[config.mk]
export PLATFORM = sky130hd
export DESIGN_NAME = sbp_top
export DESIGN_NICKNAME = d
export VERILOG_FILES = /design/src/rtl/sbp_pkg.sv /design/src/rtl/sbp_dir.sv /design/src/rtl/sbp_hold.sv /design/src/rtl/sbp_penalty.sv /design/src/rtl/sbp_top.sv
export SDC_FILE = /design/constraint.sdc
export NUM_CORES = 1
export LEC_CHECK = 0
export ABC_AREA = 1
export BUFFER_PORTS_ARGS = -buffer_cell sky130_fd_sc_hd__clkbuf_2
export CAP_MARGIN = 40
export CORE_AREA = 2 2 39 41
export DETAILED_ROUTE_END_ITERATION = 10
export DIE_AREA = 0 0 41 43
export SYNTH_ARGS = -nofsm -noshare
export SYNTH_HDL_FRONTEND = slang
export SYNTH_SLANG_ARGS = --single-unit
[constraint.sdc]
create_clock -name clk -period 1 [get_ports clk]
set_input_delay 0.15 -clock clk [delete_from_list [all_inputs] [get_ports clk]]
set_output_delay 0.15 -clock clk [all_outputs]
set_load 0.05 [all_outputs]
[src/rtl/sbp_pkg.sv]
package sbp_pkg;
  // Outcome of resolving a held branch.
  typedef enum logic [1:0] {
    RES_NONE = 2'd0,
    RES_HIT  = 2'd1,
    RES_MISS = 2'd2
  } res_kind_e;
endpackage

[src/rtl/sbp_dir.sv]
// Static direction decision: a negative displacement is guessed taken;
// zero or positive follows the forward control bit.
module sbp_dir #(
  parameter int DISP_W = 16
) (
  input  logic [DISP_W-1:0] disp_i,
  input  logic              fwd_ctl_i,
  output logic              taken_o
);
  always_comb begin
    if ($signed(disp_i) < 0) taken_o = 1'b1;
    else                     taken_o = fwd_ctl_i;
  end
endmodule

[src/rtl/sbp_hold.sv]
// Holds the pending flag and the registered prediction.
module sbp_hold (
  input  logic clk,
  input  logic rst_n,
  input  logic accept_i,
  input  logic resolve_i,
  input  logic pred_i,
  output logic pend_o,
  output logic pred_o
);
  logic pend_d, pred_d;
  logic pred_en;

  always_comb begin
    pend_d  = pend_o;
    if (resolve_i)     pend_d = 1'b0;
    else if (accept_i) pend_d = 1'b1;
    pred_en = accept_i;
    pred_d  = pred_i;
  end

  always_ff @(posedge clk or negedge rst_n) begin
    if (!rst_n) pend_o <= 1'b0;
    else        pend_o <= pend_d;
  end

  always_ff @(posedge clk or negedge rst_n) begin
    if (!rst_n)       pred_o <= 1'b0;
    else if (pred_en) pred_o <= pred_d;
  end
endmodule

[src/rtl/sbp_penalty.sv]
// Counts the extra penalty cycles after a mispredict.
module sbp_penalty #(
  parameter int EXTRA   = 4,
  parameter int STALL_W = 3
) (
  input  logic               clk,
  input  logic               rst_n,
  input  logic               load_i,
  output logic [STALL_W-1:0] cnt_o,
  output logic               rdy_o
);
  localparam logic [STALL_W-1:0] LOAD_VAL = STALL_W'(EXTRA);

  logic [STALL_W-1:0] cnt_d;
  logic               cnt_en;

  always_comb begin
    cnt_en = load_i || (cnt_o != '0);
    if (load_i) cnt_d = LOAD_VAL;
    else        cnt_d = cnt_o - 1'b1;
  end

  always_ff @(posedge clk or negedge rst_n) begin
    if (!rst_n)      cnt_o <= '0;
    else if (cnt_en) cnt_o <= cnt_d;
  end

  assign rdy_o = (cnt_o == '0);
endmodule

[src/rtl/sbp_top.sv]
module sbp_top #(
  parameter int DISP_W      = 16,
  parameter int HIT_COST    = 1,
  parameter int MISS_COST   = 5,
  localparam int EXTRA      = MISS_COST - HIT_COST,
  localparam int STALL_W    = $clog2(EXTRA + 1),
  localparam int COST_W     = $clog2(MISS_COST + 1)
) (
  input  logic               clk,
  input  logic               rst_n,
  input  logic               br_valid_i,
  input  logic [DISP_W-1:0]  br_disp_i,
  input  logic               fwd_ctl_i,
  input  logic               res_valid_i,
  input  logic               res_taken_i,
  output logic               pred_taken_o,
  output logic               mispredict_o,
  output logic [COST_W-1:0]  cost_o,
  output logic [STALL_W-1:0] stall_cnt_o,
  output logic               fetch_rdy_o
);
  import sbp_pkg::*;

  logic      guess;
  logic      pend_q;
  logic      accept, resolve;
  res_kind_e kind;

  sbp_dir #(.DISP_W(DISP_W)) u_dir (
    .disp_i    (br_disp_i),
    .fwd_ctl_i (fwd_ctl_i),
    .taken_o   (guess)
  );

  assign accept  = br_valid_i  & ~pend_q;
  assign resolve = res_valid_i &  pend_q;

  sbp_hold u_hold (
    .clk       (clk),
    .rst_n     (rst_n),
    .accept_i  (accept),
    .resolve_i (resolve),
    .pred_i    (guess),
    .pend_o    (pend_q),
    .pred_o    (pred_taken_o)
  );

  always_comb begin
    kind = RES_NONE;
    if (resolve) kind = (res_taken_i != pred_taken_o) ? RES_MISS : RES_HIT;
  end

  always_comb begin
    mispredict_o = (kind == RES_MISS);
    unique case (kind)
      RES_HIT:  cost_o = COST_W'(HIT_COST);
      RES_MISS: cost_o = COST_W'(MISS_COST);
      default:  cost_o = '0;
    endcase
  end

  sbp_penalty #(.EXTRA(EXTRA), .STALL_W(STALL_W)) u_pen (
    .clk    (clk),
    .rst_n  (rst_n),
    .load_i (mispredict_o),
    .cnt_o  (stall_cnt_o),
    .rdy_o  (fetch_rdy_o)
  );
endmodule

==> results.txt <==
The number of top-level pins came out at 31. The count of state elements after synthesis is 5. The routed length on met1 came out at 282 um. The average cell area after synthesis is 7.48 um^2. The number of DRC markers in iteration 0 came out at 2. TritonCTS built the clock tree. The critical-path maximum fanout came out at 2. The placeable core region is 1380 um^2. The ratio of cells with drive above 1 in the final layout is 71.8%. The maximum frequency from static timing analysis is 779 MHz. The layout net count is 103. The placed wire-length estimate came out at 540 um. After detailed routing, the met3 layer carries 59 um of wire. The number of fill cells in the layout came out at 123.

The power per cell area came out at 3230 nW/um^2. The final-report hold violation count is 0. The netlist area before placement came out at 329 um^2.

The number of buffer cells added on primary ports came out at 14. Of the available clock period, the critical path in the final layout requires 128%. After layout, the worst setup slack is -284 ps. The detailed-routed wire length on met2 is 534 um.

The flow ran to the end, but the final reports show violations. The wire length of the first global-routing pass came out at 1.34 mm. The path class of the tightest hold or removal check is in -> reg. The time the worst path needs with I/O delays and setup came out at 1280 ps. The number of antenna diodes is 0. The checks that failed: negative setup slack. The setup clock skew after layout came out at 3.09 ps.

The number of antenna violations at the first check in global routing is 0. Setup violations remaining at the end of the flow were counted as 11. The H-tree depth reported by CTS came out at 1. Signal routing reaches up to met3. From synthesis to final layout, the design area changed by 127%. Setup repair after global routing could not meet its margin everywhere. The via count of the first global-routing pass was 350.

The total overflow left after global routing is 0. The total number of placement rows is 14. The overall die height came out at 43 um.

Counting distinct cell types in the post-synthesis netlist gives 15. Of the synthesized area, sequential elements account for 38.0%. The global placement routability congestion came out at 0.640. The via count normalized by instance count is 3.95.

The clock transition time at the flip-flop clock pins of the worst setup and hold paths came out at 40 ps. The worst setup path is of the reg -> out kind. The design draws 0.00242 W. The number of detailed-route iterations in the first pass is 3.

CTS placed an instance of clkbuf_4 at the clock tree root. For the worst-skew pair, the clock arrives at the later sink with an insertion delay of 240 ps. The routed layout has 371 vias.

The worst hold margin is 127 ps. The analysis attributes to cell leakage a power of 0.395 nW. The number of sinks on the clock net is 5. The maximum number of pins on one net before global-route repair is 6. The number of remaining DRC errors came out at 0. The total die area came out at 1760 um^2. The worst setup path is captured at an output port. The global router's overall resource usage is 11.5%. The gate count of the mapped netlist came out at 44.

The number of max-slew violations in the final report is 0. STA classifies the critical path startpoint as a register. The required time at the worst-slack endpoint is 850 ps. The count of antenna-violating nets left after detailed routing came out at 0. At the worst endpoint, the arrival time is 1130 ps. The maximum VDD drop came out at 1.15 mV. The total of max-cap violations came out at 0. The number of clock buffers inserted by TritonCTS came out at 3. The number of nets produced by synthesis came out at 68. The post-detailed-route wirelength per cell is 9.32 um.

The initial core utilization came out at 23.8%. The final layout contains routed wiring with a total length of 876 um. The die outline width is 41 um. The clock passes through at most 2 buffers.

The number of warnings printed during yosys synthesis is 0.
## registers in the layout, indices dropped and copies added (netlist names)
name	cells
u_hold.pred_o	1
u_hold.pend_o	1
u_pen.cnt_o	3
## placed cells by master, fill, tap and decap left out
master / Yosys / routed
buf_4: 2 / 14
nand2_1: 10 / 8
inv_2: 2 / 6
clkbuf_2: 0 / 6
nand2_2: 4 / 5
clkbuf_16: 0 / 4
buf_8: 0 / 4
dfrtp_2: 0 / 4
inv_1: 8 / 3
clkbuf_4: 0 / 3
buf_6: 0 / 3
nor2_1: 2 / 2
nand3_2: 1 / 2
nand3_1: 3 / 2
ha_4: 0 / 2
nand2_4: 0 / 1
clkinvlp_4: 0 / 1
nor2_4: 1 / 1
o21ai_1: 1 / 1
o21ai_0: 1 / 1
or2_1: 0 / 1
conb_1: 1 / 1
clkbuf_1: 0 / 1
dlygate4sd3_1: 0 / 1
dfrtp_1: 5 / 1
## final cells by class
type | instances | area [um^2] | area share, %
Timing Repair Buffer | 32 | 339 | 45.3
Multi-Input combinational cell | 27 | 191 | 25.6
Sequential cell | 5 | 130 | 17.4
Inverter | 10 | 41.3 | 5.52
Clock buffer | 4 | 26.3 | 3.51
Tap cell | 16 | 20.0 | 2.68
## per-stage QoR
step	std cells	utilization [%]	cell area, um^2	setup WS [ps]	setup TNS [ps]
CTS	93	52.7	729	-297	-1940
detailed placement	82	36.9	510	-131	-537
finish	94	54.1	748	-284	-1610
global placement	82	36.9	510	-116	-467
floorplan	44	-	364	-397	-1430
global route	94	54.1	748	-333	-2060
## cells in the mapped netlist
cell type / number / area, um^2
nand2_1: 10 / 37.5
inv_1: 8 / 30.0
dfrtp_1: 5 / 125
nand2_2: 4 / 25.0
nand3_1: 3 / 15.0
buf_4: 2 / 15.0
ha_1: 2 / 25.0
inv_2: 2 / 7.51
nor2_1: 2 / 7.51
conb_1: 1 / 3.75
nand3_2: 1 / 10.0
nor2_4: 1 / 11.3
o21ai_0: 1 / 5.00
o21ai_1: 1 / 5.00
or2_0: 1 / 6.26
## cell families after synthesis
| logic type | Yosys count | synth area share, % |
|---|---|---|
| AOI/OAI and AO/OA | 2 | 3.04 |
| adders and majority gates | 2 | 7.60 |
| buffers and inverters | 12 | 16.0 |
| DFF | 5 | 38.0 |
| other | 1 | 1.14 |
| and+or+nand+nor | 22 | 34.2 |
## per-layer routing
layer / GRT usage (%) / vias up
met1: 11.1 / 165
met5: 0 / -
met4: 2.00 / 0
met3: 7.33 / 0
met2: 19.7 / 14
li1: - / 192
## report_power, final
| part | switching (W) | internal [W] |
|---|---|---|
| Clock | 0.0000825 | 0.000151 |
| Sequential | 0.0000582 | 0.000298 |
| Combinational | 0.000900 | 0.000930 |
| Total | 0.00104 | 0.00138 |
## final timing paths
check                                              to  slack (ps)  depth (start not counted)                       start
setup / recovery                          fetch_rdy_o        -280                          5  u_pen.cnt_o[1]$_DFFE_PN0P_
hold / removal              u_hold.pend_o$_DFFE_PN0P_         130                          2                 res_valid_i
setup reg to reg           u_pen.cnt_o[2]$_DFFE_PN0P_        -140                          6  u_pen.cnt_o[0]$_DFFE_PN0P_
hold reg to reg             u_hold.pend_o$_DFFE_PN0P_         560                          2   u_hold.pend_o$_DFFE_PN0P_
max in group asynchronous   u_hold.pred_o$_DFFE_PN0P_         580                          2                       rst_n
min in group asynchronous  u_pen.cnt_o[1]$_DFFE_PN0P_         260                          2                       rst_n
## critical path, cell delays in order (launching register included)
cell and delay (ps):
dfrtp_2 400, inv_2 80, ha_4 150, nand2_4 50, clkinvlp_4 70, clkbuf_16 150
## timing repair
item	4_1_cts	5_1_grt
resized for setup	26	7
buffers inserted	6	4
endpoints found under the hold margin	5	0
hold buffers	1	0
cloned	0	0
pin swaps	1	2
endpoints found under the setup margin	11	11
Power figures use the tool's default switching activity.
